**src/rtl/fso_pkg.sv**
```systemverilog
package fso_pkg;

    localparam int CFG_W = 8;

    typedef enum logic [1:0] {
        PH_RUN  = 2'd0,
        PH_MISS = 2'd1,
        PH_WDOG = 2'd2
    } phase_e;

    typedef enum logic [2:0] {
        ACT_ZERO,
        ACT_ONE,
        ACT_HOLD,
        ACT_BUF,
        ACT_BLK,
        ACT_ALT,
        ACT_OFF
    } act_e;

    typedef struct packed {
        logic       rsvd;
        logic [2:0] wd_code;
        logic [2:0] miss_code;
        logic       en;
    } chan_cfg_t;

    function automatic act_e code_to_act(input logic [2:0] code, input act_e rep);
        case (code)
            3'd0:    code_to_act = ACT_ZERO;
            3'd1:    code_to_act = ACT_ONE;
            3'd2:    code_to_act = ACT_HOLD;
            3'd3:    code_to_act = rep;
            3'd4:    code_to_act = ACT_ALT;
            3'd5:    code_to_act = ACT_OFF;
            default: code_to_act = ACT_ZERO;
        endcase
    endfunction

    function automatic act_e pick_act(input phase_e ph, input chan_cfg_t cfg);
        case (ph)
            PH_MISS: pick_act = cfg.en ? code_to_act(cfg.miss_code, ACT_BUF) : ACT_BLK;
            PH_WDOG: pick_act = cfg.en ? code_to_act(cfg.wd_code, ACT_BLK) : ACT_ZERO;
            default: pick_act = ACT_BLK;
        endcase
    endfunction

endpackage

```
**src/rtl/fso_cycle_seq.sv**
```systemverilog
module fso_cycle_seq
    import fso_pkg::*;
#(
    parameter int NSAMP = 10,
    parameter int WD_W  = 20,
    localparam int IW   = (NSAMP > 1) ? $clog2(NSAMP) : 1
) (
    input  logic            clk,
    input  logic            rst,
    input  logic            data_valid,
    input  logic            cycle_err,
    input  logic [WD_W-1:0] wd_limit,
    output logic [IW-1:0]   idx,
    output logic            load,
    output phase_e          phase,
    output logic            alt,
    output logic [WD_W-1:0] wd_cnt
);

    localparam logic [IW-1:0] LAST_IDX = IW'(NSAMP - 1);

    logic [IW-1:0]   idx_q, idx_n;
    logic            pend_v_q, pend_e_q;
    logic            miss_q, miss_n;
    logic [WD_W-1:0] wd_q, wd_n;
    logic            alt_q;
    logic            last, eff_v, eff_e;
    phase_e          ph_cur, ph_nxt;

    always_comb begin
        last   = (idx_q == LAST_IDX);
        eff_v  = pend_v_q | data_valid;
        eff_e  = data_valid ? cycle_err : pend_e_q;
        load   = last & eff_v & ~eff_e;
        idx_n  = last ? '0 : idx_q + 1'b1;
        miss_n = last ? ~load : miss_q;
        if (load)
            wd_n = '0;
        else if (wd_q >= wd_limit)
            wd_n = wd_q;
        else
            wd_n = wd_q + 1'b1;
        if (wd_q >= wd_limit)
            ph_cur = PH_WDOG;
        else if (miss_q)
            ph_cur = PH_MISS;
        else
            ph_cur = PH_RUN;
        if (wd_n >= wd_limit)
            ph_nxt = PH_WDOG;
        else if (miss_n)
            ph_nxt = PH_MISS;
        else
            ph_nxt = PH_RUN;
    end

    always_ff @(posedge clk) begin
        if (rst) begin
            idx_q    <= '0;
            pend_v_q <= 1'b0;
            pend_e_q <= 1'b0;
            miss_q   <= 1'b0;
            wd_q     <= '0;
            alt_q    <= 1'b0;
        end else begin
            idx_q    <= idx_n;
            pend_v_q <= last ? 1'b0 : eff_v;
            pend_e_q <= last ? 1'b0 : eff_e;
            miss_q   <= miss_n;
            wd_q     <= wd_n;
            alt_q    <= (ph_nxt != ph_cur) ? 1'b0 : ~alt_q;
        end
    end

    assign idx    = idx_q;
    assign phase  = ph_cur;
    assign alt    = alt_q;
    assign wd_cnt = wd_q;

endmodule

```
**src/rtl/fso_chan.sv**
```systemverilog
module fso_chan
    import fso_pkg::*;
#(
    parameter int NSAMP = 10,
    localparam int IW   = (NSAMP > 1) ? $clog2(NSAMP) : 1
) (
    input  logic             clk,
    input  logic             rst,
    input  logic [NSAMP-1:0] din,
    input  logic             data_valid,
    input  logic             load,
    input  logic [IW-1:0]    idx,
    input  logic             alt,
    input  act_e             act,
    output logic             lvl,
    output logic             oe
);

    logic [NSAMP-1:0] blk_q;
    logic [NSAMP-1:0] inb_q;

    always_ff @(posedge clk) begin
        if (rst) begin
            blk_q <= '0;
            inb_q <= '0;
        end else begin
            if (data_valid)
                inb_q <= din;
            if (load)
                blk_q <= data_valid ? din : inb_q;
        end
    end

    always_comb begin
        oe = 1'b1;
        case (act)
            ACT_ONE:  lvl = 1'b1;
            ACT_HOLD: lvl = blk_q[NSAMP-1];
            ACT_BUF:  lvl = inb_q[idx];
            ACT_BLK:  lvl = blk_q[idx];
            ACT_ALT:  lvl = alt;
            ACT_OFF: begin
                lvl = 1'b0;
                oe  = 1'b0;
            end
            default:  lvl = 1'b0;
        endcase
    end

endmodule

```
**src/rtl/failsafe_out.sv**
```systemverilog
module failsafe_out
    import fso_pkg::*;
#(
    parameter int NSAMP = 10,
    parameter int NCH   = 2,
    parameter int WD_W  = 20,
    localparam int IW   = (NSAMP > 1) ? $clog2(NSAMP) : 1,
    localparam int DW   = NCH * NSAMP,
    localparam int CW   = NCH * CFG_W
) (
    input  logic            clk,
    input  logic            rst,
    input  logic [DW-1:0]   data_word,
    input  logic            data_valid,
    input  logic            cycle_err,
    input  logic            cfg_we,
    input  logic [CW-1:0]   cfg_wdata,
    input  logic [WD_W-1:0] wd_limit,
    output logic [NCH-1:0]  out_lvl,
    output logic [NCH-1:0]  out_oe
);

    logic [IW-1:0]   idx;
    logic            load;
    phase_e          phase;
    logic            alt;
    logic [WD_W-1:0] wd_cnt;
    chan_cfg_t       cfg_q [NCH];

    fso_cycle_seq #(.NSAMP(NSAMP), .WD_W(WD_W)) u_seq (
        .clk        (clk),
        .rst        (rst),
        .data_valid (data_valid),
        .cycle_err  (cycle_err),
        .wd_limit   (wd_limit),
        .idx        (idx),
        .load       (load),
        .phase      (phase),
        .alt        (alt),
        .wd_cnt     (wd_cnt)
    );

    for (genvar c = 0; c < NCH; c++) begin : g_ch
        act_e act;

        always_ff @(posedge clk) begin
            if (rst)
                cfg_q[c] <= '0;
            else if (cfg_we)
                cfg_q[c] <= chan_cfg_t'(cfg_wdata[c*CFG_W +: CFG_W]);
        end

        assign act = pick_act(phase, cfg_q[c]);

        fso_chan #(.NSAMP(NSAMP)) u_chan (
            .clk        (clk),
            .rst        (rst),
            .din        (data_word[c*NSAMP +: NSAMP]),
            .data_valid (data_valid),
            .load       (load),
            .idx        (idx),
            .alt        (alt),
            .act        (act),
            .lvl        (out_lvl[c]),
            .oe         (out_oe[c])
        );
    end

endmodule

```
**config.mk**
```make
export PLATFORM = sky130hd
export DESIGN_NAME = failsafe_out
export DESIGN_NICKNAME = d
export VERILOG_FILES = /design/src/rtl/fso_pkg.sv /design/src/rtl/fso_cycle_seq.sv /design/src/rtl/fso_chan.sv /design/src/rtl/failsafe_out.sv
export SDC_FILE = /design/constraint.sdc
export NUM_CORES = 1
export LEC_CHECK = 0
export BUFFER_PORTS_ARGS = -buffer_cell sky130_fd_sc_hd__buf_4
export CAP_MARGIN = 15
export CORE_MARGIN = 5
export CORE_UTILIZATION = 50
export DETAILED_ROUTE_END_ITERATION = 10
export PLACE_DENSITY = 0.7
export SLEW_MARGIN = 20
export SYNTH_ARGS = -nofsm -noshare
export SYNTH_HDL_FRONTEND = slang
export SYNTH_SLANG_ARGS = --single-unit
```
**constraint.sdc**
```tcl
create_clock -name clk -period 6.4 [get_ports clk]
set_input_delay 0.96 -clock clk [delete_from_list [all_inputs] [get_ports clk]]
set_output_delay 0.96 -clock clk [all_outputs]
set_load 0.005 [all_outputs]
```
Yosys cells after proc, flatten, opt, wreduce, memory -nomap -nowiden. Memories as Yosys holds them, arrays and structs flattened. Index checks and enable logic that the tools add are counted.

Bitwise operators: 8. Magnitude comparators: 3. Equal/unequal tests: 36. $add $sub $neg: 2. Multiplexer cells: 39. Reductions and logical operators: 2.

Operators by type and width (number): 3-bit case mux with 5 select lines (4); 3-bit == test (second input constant) (14); 20-bit greater-or-equal comparator (2); 20-bit 2-to-1 mux (2); 3-bit by 2-bit == test with 1-bit output (second input constant) (12); 20-bit by 1-bit adder with 20-bit output (second input constant) (1); 10-bit 2-to-1 mux (2); 3-bit by 1-bit == test with 1-bit output (second input constant) (6); 1-bit binary-select mux with 4-bit select (4); 8-bit 2-to-1 mux (2); 1-bit 2-to-1 mux (15); 3-bit 2-to-1 mux (4); 3-bit case mux with 2 select lines (2); 1-bit case mux with 5 select lines (2); 4-bit by 5-bit < comparator with 1-bit output (second input constant) (1); 4-bit by 1-bit adder with 4-bit output (second input constant) (1); 4-bit == test (second input constant) (1); 2-bit 2-to-1 mux (2); 2-bit OR reduction (2); 1-bit NOT (3); 1-bit OR (3); 1-bit AND (2); 2-bit by 1-bit == test with 1-bit output (second input constant) (1); 2-bit == test (second input constant) (1); 2-bit inequality test (1).

Bits in writable memories: 16. Memories: 1. Register bits after elaboration: 68. Output and inout port bits: 4. Input port bits: 61. Word-level logic and storage cells: 101.

Memory list: cfg_q (words 2, bits a word 8, rd ports 2, clocked after memory_dff 0, wr ports 2, line failsafe_out.sv:28) `chan_cfg_t cfg_q [NCH];`.

Depth between registers and ports, before layout. Gate-level depths: netlist (run 1).

Depth after elaboration: 9. Gate-level depth with buffers: 19. Gate-level depth less buffers: 18.

Modules after synthesis. A second synthesis (run 1) with hierarchy kept.

Cells, all modules: 567. Area, all modules: 5137.4 um^2.

By module, submodules not included: fso_cycle_seq (instances 1, cells an instance 298, area each 2402.3 um^2, sequential area each 560.5 um^2); fso_chan (instances 2, cells an instance 91, area each 914.6 um^2, sequential area each 400.4 um^2); failsafe_out (instances 1, cells an instance 87, area each 905.9 um^2, sequential area each 420.4 um^2).

Worst setup path after synthesis (run 1). Ideal clock, no wire load.

Path kind: input to register. Start point: in wd_limit[17]. End point: reg u_seq.alt_q, in the netlist u_seq.alt. Path slack: 2.100 ns. Stages on the path: 17. Arrival time: 4.170 ns. Buffers on the path: 0. Required time: 6.270 ns. Library setup time: 0.130 ns. Cells stage by stage: inv_1 ha_1 a21o_1 a21o_1 a21oi_2 o31ai_4 nor4_4 xnor2_1 nor2_1 ha_1 a21o_1 a21o_1 a211oi_1 a211oi_1 a211oi_1 mux2i_1 nor3_1.

Cells in the longest elaborated chain, start to end: 7. Elaborated cells between the ends (all ways): 8. Classes of those cells: order compare: 2; eq/ne: 1; mux: 4; reduce/logical: 1.

Ends and longest elaborated chain: start: declaration (line failsafe_out.sv:18) `input logic [WD_W-1:0] wd_limit,`; 20-bit greater-or-equal comparator (line fso_cycle_seq.sv:39) `else if (wd_q >= wd_limit)`; 20-bit 2-to-1 mux (line fso_cycle_seq.sv:39); 20-bit 2-to-1 mux (line fso_cycle_seq.sv:37) `if (load)`; via u_seq.wd_n[9] (line fso_cycle_seq.sv:25) `logic [WD_W-1:0] wd_q, wd_n;`; 20-bit greater-or-equal comparator (line fso_cycle_seq.sv:49) `if (wd_n >= wd_limit)`; 2-bit 2-to-1 mux (line fso_cycle_seq.sv:49); 2-bit inequality test (line fso_cycle_seq.sv:71) `alt_q <= (ph_nxt != ph_cur) ? 1'b0 : ~alt_q;`; 2-bit OR reduction (no source line); end signal: assignment (line fso_cycle_seq.sv:71); end: declaration (line fso_cycle_seq.sv:26) `logic alt_q;`.

The timed path passes the listed nets, and every way through them passes these cells. A chain may end at the register's enable or synchronous reset.

Final worst setup path (run 1).
Start point: in wd_limit[17]. End point: out out_lvl[1].

Cells in the longest elaborated chain, start to end: 6. Elaborated cells between the ends (all ways): 11. Classes of those cells: order compare: 1; eq/ne: 7; mux: 3.

Ends and longest elaborated chain: 20-bit greater-or-equal comparator * (line fso_cycle_seq.sv:43) `if (wd_q >= wd_limit)`; 2-bit 2-to-1 mux * (line fso_cycle_seq.sv:43); 2-bit == test / 2-bit by 1-bit == test with 1-bit output (equally long branches) (line fso_pkg.sv:41) `case (ph)`; 3-bit case mux with 2 select lines * (line fso_pkg.sv:41); 3-bit == test (tied with other cells) (line fso_chan.sv:36) `case (act)`; 1-bit case mux with 5 select lines * (line fso_chan.sv:36); end: declaration (line failsafe_out.sv:19) `output logic [NCH-1:0] out_lvl,`.

Every way passes the cells marked *; elsewhere a longest branch is shown, timed or not.

==> flow_summary.yaml, run 1 <==
clock_network:
  cts_hold_buffers: 0
  clk_transition_reported_paths_ps: 80
  ctsResizeCount: 0
  root_buffer: "clkbuf_8"
  h-tree-depth: 3
  cts_made_buffers: 9
  cts.sinks: 82
  worstSkewPairLatency_ps: 350
  postCtsSetupBuffers: 0
  clock_path_buffers: 2
  cts_tree: "done"
setup_path:
  crit_path_max_fanout: 15
  worst_setup_path_start_kind: "primary input"
  worst_path_max_delay_cell: "nor2_4"
  crit-reg2reg-launch: "u_seq.wd_cnt[17]"
  cpPeakStageDelay_ps: 410
  r2r_cells: 16
  crit_required_ps: 5440
  critPathKind: "in -> out"
  cp-end-kind: "output pin"
  reg2reg_slack_ps: 2050
  timing.rr.end: "u_seq.alt"
  crit_chain: "buf_4 -> inv_1 -> ha_1 -> a21o_1 -> a21o_1 -> a21oi_2 -> o31ai_4 -> nor2_4 -> mux2_4 -> mux2_4 -> nor4_1 -> buf_4"
  critPathArrivalTime_ps: 3780
timing:
  finalCriticalPeriod_ps: 4740
  final-setup-viol-count: 0
  tightest_slew_ps: 862
  slew-limit-headroom_pct: 42.5
  post-route-period-util_pct: 74.1
  fin_skew_ps: 15.9
  maxSlewViolCount: 0
  max_freq_mhz: 211
  rsz0062_at_grt: "false"
  finalWorstSetupSlack_ps: 1660
  hold_viol: 0
  final.setup.tns_ps: 0
grt:
  grt_overflow: 0
  antenna_found_initial: 0
  grt_pass1_wl_um: 18100
  grt_pass1_vias: 4042
  track_usage_pct: 17.0
  grt_start_max_net_pins: 51
drt:
  num_vias: 4058
  wl_per_cell_um: 13.9
  avgViaCountPerCell: 5.35
  drt_iter0_drc: 193
  wl_um: 10500
  ant_nets: 0
  drt_pass1_iterations: 4
  drc_errors: 0
floorplanning:
  std_cell_rows: 37
  dieArea_mm2: 0.0125
  die_w_um: 112
  start_util_pct: 50.7
  core_mm2: 0.0102
  io_pins: 65
  die_y_um: 112
finish:
  layout-area-overhead-vs-synth_pct: 14.4
  drive_gt1_share_pct: 18.0
  multiInputGateArea_mm2: 0.00312
  nets: 728
  area.sequential_mm2: 0.00178
  final_cells: 759
  fillCellCount: 903
  utilization_pct: 58.0
  antennaDiodeCount: 0
yosys:
  syn_area_per_cell_um2: 9.02
  yosysUniqueCellTypes: 60
  async_flop_share_pct: 0
  netlist.area_leader.share_pct: 26.4
  synth_top_family_by_area: "simple AND/OR/NAND/NOR gates"
  synth_edf_count: 14
  ys_ff_latch: 82
  synth_common_cells: "100 x nor2_1, 68 x dfxtp_1, 49 x ha_1"
  synthTopCellsByArea: "dfxtp_1 26%, ha_1 12%, edfxtp_1 8.1%"
  synth_nets: 683
  synthAdderAreaFrac_pct: 11.9
  ys_seq_area_share_pct: 34.5
  synth-compound-area-share_pct: 12.6
  synth-simple-area-share_pct: 20.9
  yosys_warnings: 0
  synth.most_common_cell: "nor2_1"
  netlist_instances: 573
  syn-cell-area_mm2: 0.00517
  muxShareOfSynthArea_pct: 10.9
  synth_top_flop_cell: "dfxtp_1"
  yosysTopAreaCell: "dfxtp_1"
  synthXorXnorAreaFrac_pct: 4.07
power:
  cellPowerDensity_mw_per_mm2: 192
  vdd_drop_max_uv: 151
  p_leak_uw: 0.00267
place:
  dp_cells: 743
  dp_slack_ps: 1290
  dp_hpwl_um: 8220
  gp_congestion: 0.878
  io_buffer_count: 62
min_path:
  hold_class: "reg -> reg"
  hold_depth: 2
  hold_end: "u_seq.pend_v_q"
  min_from: "u_seq.pend_v_q"
run_status:
  status: "completed"
run:
  cap_violations: 0
critical path, delay by kind of cell:
kind,cells,cell delay (ps)
AOI/OAI and AO/OA,4,810
adders and majority gates,1,310
buffers and inverters,3,300
muxes,2,610
and+or+nand+nor,2,780
cell families (layout without fill, tap and decap cells):
family / after synthesis / after routing
buffers and inverters: 62 / 112
adders and majority gates: 49 / 49
muxes: 44 / 44
DFF: 82 / 82
xor gates and xnor gates: 24 / 24
AOI/OAI and AO/OA: 91 / 91
and+or+nand+nor: 221 / 221
power breakdown:
part / internal, µW / switching [µW] / leakage (µW) / total [µW]
combinational: 73.1 / 68.0 / 0.00185 / 141
sequential: 544 / 21.9 / 0.000704 / 566
clock: 232 / 198 / 0.000114 / 430
total: 849 / 288 / 0.00267 / 1140
cells in the final DEF (no fill, tap or decap), drive strengths merged, types with 15 or more instances in the layout:
master / netlist / routed
inv: 33 / 35
a21oi: 16 / 16
nor2: 102 / 102
mux2i: 27 / 27
nand2: 27 / 27
buf: 11 / 63
nor3: 16 / 16
a211oi: 24 / 24
and2: 15 / 15
dfxtp: 68 / 68
ha: 49 / 49
registers in the layout (all words and copies together) (netlist names):
| name | flops |
|---|---|
| u_seq.pend_e_q | 1 |
| u_seq.miss_q | 1 |
| u_seq.idx | 4 |
| u_seq.wd_cnt | 20 |
| u_seq.alt | 1 |
| u_seq.pend_v_q | 1 |
| g_ch.u_chan.blk_q | 20 |
| g_ch.u_chan.inb_q | 20 |
| cfg_q | 14 |
per-layer routing:
layer / track usage, % / vias up / part of all wire, %
li1: - / 2110 / -
met1: 21.6 / 1880 / 45
met2: 30.1 / 62 / 51
met3: 2.99 / 6 / 3.2
met4: 3.41 / 0 / 0.72
met5: 0 / - / 0
area by class of cell:
class / instances / share of cell area, %
clock buffers: 11 / 2.94
repair buffers: 63 / 8.00
flip-flops and latches: 82 / 30.2
inverters: 33 / 2.10
clock inverters: 5 / 1.10
multi-input cells: 429 / 52.8
well taps: 136 / 2.88
stage by stage:
stage	hold slack (ps)	total power (µW)	cell area, µm²
final	482	1140	5910
after global routing	521	1200	5910
after CTS	483	1140	5910
after detailed placement	464	720	5670
after global placement	452	712	5670
after floorplan	441	668	5170
worst max path at each step:
stage,end,slack (ps),startpoint,depth (start not counted)
after floorplan,u_seq.alt,2100,wd_limit[17],17
after CTS,u_seq.alt,1620,wd_limit[17],18
after global placement,u_seq.alt,1280,wd_limit[17],18
final,out_lvl[1],1660,wd_limit[17],12
after detailed placement,u_seq.alt,1290,wd_limit[17],18
after global routing,u_seq.alt,1470,wd_limit[9],18
(Power assumes the default switching activity.)
==> run 2: changes to the inputs <==
--- a/config.mk
+++ b/config.mk
@@ -5,12 +5,13 @@
 export SDC_FILE = /design/constraint.sdc
 export NUM_CORES = 1
 export LEC_CHECK = 0
+export ABC_AREA = 1
 export BUFFER_PORTS_ARGS = -buffer_cell sky130_fd_sc_hd__buf_4
 export CAP_MARGIN = 15
 export CORE_MARGIN = 5
 export CORE_UTILIZATION = 50
 export DETAILED_ROUTE_END_ITERATION = 10
-export PLACE_DENSITY = 0.7
+export PLACE_DENSITY = 0.73
 export SLEW_MARGIN = 20
 export SYNTH_ARGS = -nofsm -noshare
 export SYNTH_HDL_FRONTEND = slang
==> constraint.sdc (replaced) <==
create_clock -name clk -period 4 [get_ports clk]
set_input_delay 0.6 -clock clk [delete_from_list [all_inputs] [get_ports clk]]
set_output_delay 0.6 -clock clk [all_outputs]
set_load 0.005 [all_outputs]
==> flow_summary.yaml, run 2 <==
timing:
  maxSlewViolCount: 0
  slew-limit-headroom_pct: 53.0
  fin_skew_ps: 12.2
  final-setup-viol-count: 0
  post-route-period-util_pct: 90.8
  finalWorstSetupSlack_ps: 367
  finalCriticalPeriod_ps: 3630
  hold_viol: 0
  final.setup.tns_ps: 0
  max_freq_mhz: 275
  rsz0062_at_grt: "false"
  tightest_slew_ps: 705
floorplanning:
  io_pins: 65
  die_y_um: 115
  die_w_um: 115
  core_mm2: 0.0108
  start_util_pct: 51.2
  std_cell_rows: 38
  dieArea_mm2: 0.0133
finish:
  mostFrequentLayoutCells: "123 x nor2_1, 121 x inv_1, 117 x nand2_1"
  multiInputGateArea_mm2: 0.00313
  final_common_cell: "nor2_1"
  fillCellCount: 1059
  layout-area-overhead-vs-synth_pct: 12.9
  area.sequential_mm2: 0.00178
  utilization_pct: 57.8
  nets: 921
  antennaDiodeCount: 0
  drive_gt1_share_pct: 14.6
drt:
  drt_iter0_drc: 243
  avgViaCountPerCell: 5.18
  drt_pass1_iterations: 5
  drc_errors: 0
  ant_nets: 0
  num_vias: 4951
  wl_per_cell_um: 13.3
  wl_um: 12700
power:
  p_leak_uw: 0.00308
  finalPower_uw: 1770
  cellPowerDensity_mw_per_mm2: 283
  vdd_drop_max_uv: 253
clock_network:
  cts_hold_buffers: 0
  worstSkewPairLatency_ps: 370
  clk_transition_reported_paths_ps: 90
  h-tree-depth: 3
  cts_made_buffers: 9
  ctsResizeCount: 0
  cts.sinks: 82
  root_buffer: "clkbuf_8"
  postCtsSetupBuffers: 0
  clock_path_buffers: 2
  cts_tree: "done"
yosys:
  netlist_instances: 761
  yosysTopAreaCell: "dfxtp_1"
  synth_edf_count: 14
  yosys_warnings: 0
  async_flop_share_pct: 0
  ys_seq_area_share_pct: 32.1
  netlist.area_leader.share_pct: 24.5
  synth_common_cells: "123 x nor2_1, 122 x inv_1, 117 x nand2_1"
  yosysUniqueCellTypes: 45
  ys_ff_latch: 82
  synth.most_common_cell: "nor2_1"
  synth_nets: 871
  synth_top_flop_cell: "dfxtp_1"
  synthTopCellsByArea: "dfxtp_1 25%, ha_1 11%, nor2_1 8.3%"
  syn-cell-area_mm2: 0.00555
  syn_area_per_cell_um2: 7.29
setup_path:
  critPathArrivalTime_ps: 3900
  startpoint: "u_seq.wd_cnt[14]"
  worst_setup_path_start_kind: "register"
  timing.rr.end: "u_seq.alt"
  crit_path_max_fanout: 17
  cp-end-kind: "register"
  crit-reg2reg-launch: "u_seq.wd_cnt[14]"
  r2r_cells: 24
  crit_required_ps: 4270
  reg2reg_slack_ps: 370
  critPathKind: "reg -> reg"
grt:
  grt_pass1_vias: 4854
  grt_start_max_net_pins: 65
  grt_pass1_wl_um: 21700
  track_usage_pct: 20.0
  grt_overflow: 0
  antenna_found_initial: 0
min_path:
  hold_end: "g_ch[0].u_chan.inb_q[5]"
  hold_class: "in -> reg"
  min_from: "data_word[5]"
  hold_depth: 3
place:
  io_buffer_count: 62
  dp_hpwl_um: 9680
  dp_slack_ps: 32.9
  gp_congestion: 0.897
run_status:
  status: "completed"
run:
  cap_violations: 0
==> run 2: routing by layer <==
| metal | global-route usage [%] | share of wire (%) | vias to the layer above |
|---|---|---|---|
| met5 | 0 | 0 | - |
| li1 | - | - | 2584 |
| met2 | 34.3 | 49 | 106 |
| met3 | 3.89 | 4.2 | 20 |
| met4 | 7.20 | 1.7 | 0 |
| met1 | 25.0 | 45 | 2241 |
==> run 2: logic make-up (layout without fill, tap and decap cells) <==
family                     count (synthesis)  in the layout  share of synthesized area, %
and+or+nand+nor                          341            341                          28.3
buffers and inverters                    154            209                          11.6
AOI/OAI and AO/OA                        101            101                          11.0
DFF                                       82             82                          32.1
adders and majority gates                 49             49                          11.0
muxes                                     25             25                          4.53
xor gates and xnor gates                   9              9                          1.42
==> run 2: power breakdown <==
group | total, µW | internal (µW) | leakage, µW | switching, µW
clock network | 617 | 293 | 0.0000941 | 324
registers | 897 | 870 | 0.000704 | 26.7
logic | 256 | 113 | 0.00228 | 143
==> run 2: area by class of cell <==
type | instances | area share [%]
timing repair buffer | 70 | 8.39
tap | 140 | 2.80
inverter | 123 | 7.37
clock buffer | 11 | 2.10
multi-input combinational | 525 | 49.9
clock inverter | 5 | 1.02
sequential | 82 | 28.4
==> run 2: critical path: stages, from the launching register on <==
cell	delay [ps]
dfxtp_1	450
ha_1	280
nand2_1	90
nor2_1	60
nand2_2	100
nor2_1	50
nand2_1	110
nand2_2	100
nor2_8	200
nand2_4	60
buf_4	200
buf_4	190
nor2_8	110
nand3_1	120
o21ai_0	240
nor2_1	70
ha_1	290
nand2_1	100
nor2_1	60
nand2_1	60
o211ai_1	80
a21oi_1	310
nand2_1	100
nand2_1	70
nor2_1	40
==> run 2: how the worst max path moves through the flow <==
stage	slack (ps)	cells past startpoint	endpoint
after floorplan	850	24	u_seq.alt
after global placement	140	26	u_seq.alt
after detailed placement	30	27	u_seq.alt
after CTS	360	25	u_seq.alt
after global routing	50	24	u_seq.alt
final	370	24	u_seq.alt
==> run 2: through the flow <==
stage | cells | instance area [µm²] | hold WS [ps]
final | 956 | 6260 | 485
after global routing | 956 | 6260 | 491
after CTS | 956 | 6260 | 469
after detailed placement | 940 | 6070 | 480
after global placement | 940 | 6070 | 451
after floorplan | 761 | 5550 | 442
==> run 3: changes to the inputs <==
--- a/config.mk
+++ b/config.mk
@@ -5,7 +5,6 @@
 export SDC_FILE = /design/constraint.sdc
 export NUM_CORES = 1
 export LEC_CHECK = 0
-export ABC_AREA = 1
 export BUFFER_PORTS_ARGS = -buffer_cell sky130_fd_sc_hd__buf_4
 export CAP_MARGIN = 15
 export CORE_MARGIN = 5
==> flow_summary.yaml, run 3 (synthesis results as in run 1) <==
run_status:
  status: "completed"
drt:
  drt_iter0_drc: 154
  num_vias: 4499
  drc_errors: 0
  dr_wl_met2_um: 6700
  avgViaCountPerCell: 5.48
  wl_per_cell_um: 15.4
  wl_um: 12600
  ant_nets: 0
  wl_met1_um: 5200
  routed.top_layer: "met4"
  drt_pass1_iterations: 4
  met3WireLength_um: 471
floorplanning:
  die_w_um: 112
  core_mm2: 0.0102
  die_y_um: 112
  io_pins: 65
  std_cell_rows: 37
  start_util_pct: 50.7
  dieArea_mm2: 0.0125
clock_network:
  cts_tree: "done"
  cts_made_buffers: 9
  worstSkewPairLatency_ps: 360
  h-tree-depth: 3
  clock_path_buffers: 2
  clk_transition_reported_paths_ps: 70
  root_buffer: "clkbuf_8"
  cts.sinks: 82
  cts_hold_buffers: 0
setup_path:
  cp_top_family: "buffers and inverters"
  crit_required_ps: 3400
  cp-end-kind: "output pin"
  timing.rr.end: "u_seq.alt"
  cp-endpoint: "out_lvl[1]"
  worst_setup_path_start_kind: "primary input"
  critPathArrivalTime_ps: 3340
  cpPeakStageDelay_ps: 380
  critical_path.most_common_cell: "buf_4"
  startpoint: "wd_limit[14]"
  cp.depth: 16
  critPathKind: "in -> out"
  r2r_cells: 19
  crit_path_max_fanout: 6
  reg2reg_slack_ps: 200
  worst_path_max_delay_cell: "a221oi_4"
  crit_chain: "buf_4 -> inv_2 -> ha_4 -> a21oi_2 -> nand2_1 -> a221oi_4 -> nor2_4 -> buf_6 -> nor2_4 -> buf_8 -> buf_4 -> mux2i_4 -> a311oi_2 -> nor4_4 -> buf_4 -> buf_4"
  crit-reg2reg-launch: "u_seq.wd_cnt[13]"
  path_buf_inv: 7
grt:
  grt_start_max_net_pins: 51
  antenna_found_initial: 0
  grt_overflow: 0
  grt_pass1_vias: 4510
  grt_pass1_wl_um: 20100
  track_usage_pct: 19.3
timing:
  finalWorstSetupSlack_ps: 57.8
  tightest_slew_ps: 715
  slew-limit-headroom_pct: 52.3
  fin_skew_ps: 14.9
  finalCriticalPeriod_ps: 3940
  max_freq_mhz: 254
  maxSlewViolCount: 0
  hold_viol: 0
  post-route-period-util_pct: 98.6
  final-setup-viol-count: 0
  final.setup.tns_ps: 0
power:
  finalPower_uw: 1900
  vdd_drop_max_uv: 247
  cellPowerDensity_mw_per_mm2: 285
  p_leak_uw: 0.00301
finish:
  area.sequential_mm2: 0.00179
  layout-area-overhead-vs-synth_pct: 29.3
  mostFrequentLayoutCells: "121 x buf_4, 100 x nor2_1, 63 x dfxtp_1"
  antennaDiodeCount: 0
  fillCellCount: 824
  drive_gt1_share_pct: 30.8
  multiInputGateArea_mm2: 0.00338
  final_common_cell: "buf_4"
  nets: 790
  final_cells: 821
place:
  dp_slack_ps: -517
  dp_cells: 798
  dp_hpwl_um: 9130
  gp_congestion: 0.873
  io_buffer_count: 62
run:
  cap_violations: 0
min_path:
  hold_class: "reg -> reg"
run 3: repair_timing:
item / CTS / global route
setup buffers: 0 / 6
hold endpoints to repair: 0 / 0
setup endpoints to repair: 3 / 3
gates resized for setup: 9 / 42
pin swaps: 2 / 20
gates cloned: 0 / 1
run 3: layout make-up:
type	count	share of cell area, %
clock buffer	13	2.70
clock inverter	3	1.01
inverter	33	1.85
multi-input combinational	429	50.6
sequential	82	26.8
tap	136	2.55
timing repair buffer	125	14.5
run 3: worst min path at each step:
stage	startpoint	endpoint	slack [ps]	cells past startpoint
after floorplan	u_seq.pend_v_q	u_seq.pend_v_q	440	2
after global placement	u_seq.pend_v_q	u_seq.pend_v_q	450	2
after detailed placement	u_seq.pend_e_q	u_seq.pend_e_q	480	2
after CTS	data_word[15]	g_ch[1].u_chan.inb_q[5]	500	3
after global routing	cfg_wdata[11]	cfg_q[1][3]	510	2
final	g_ch[0].u_chan.blk_q[0]	g_ch[0].u_chan.blk_q[0]	500	2
run 3: routing by layer:
layer  GRT usage [%]  vias to the layer above
met2            35.1                      106
met1            23.0                     2148
met5               0                        -
met3            3.59                       26
li1                -                     2219
met4            6.16                        0
run 3: power breakdown:
group	internal [µW]	switching (µW)
clock network	424	300
registers	870	25.9
logic	146	136
run 3: per-stage QoR:
stage	instance area, µm²	util [%]	hold WS [ps]
finish	6680	65.6	500
global route	6680	65.6	507
CTS	6380	62.7	499
detailed placement	6080	59.7	484
global placement	6080	59.7	452
floorplan	5170	-	441
run 3: worst min-delay path, stage by stage, from the launching register on:
cell and delay, ps:
dfxtp_1 310, nor2_1 100, a211oi_1 50
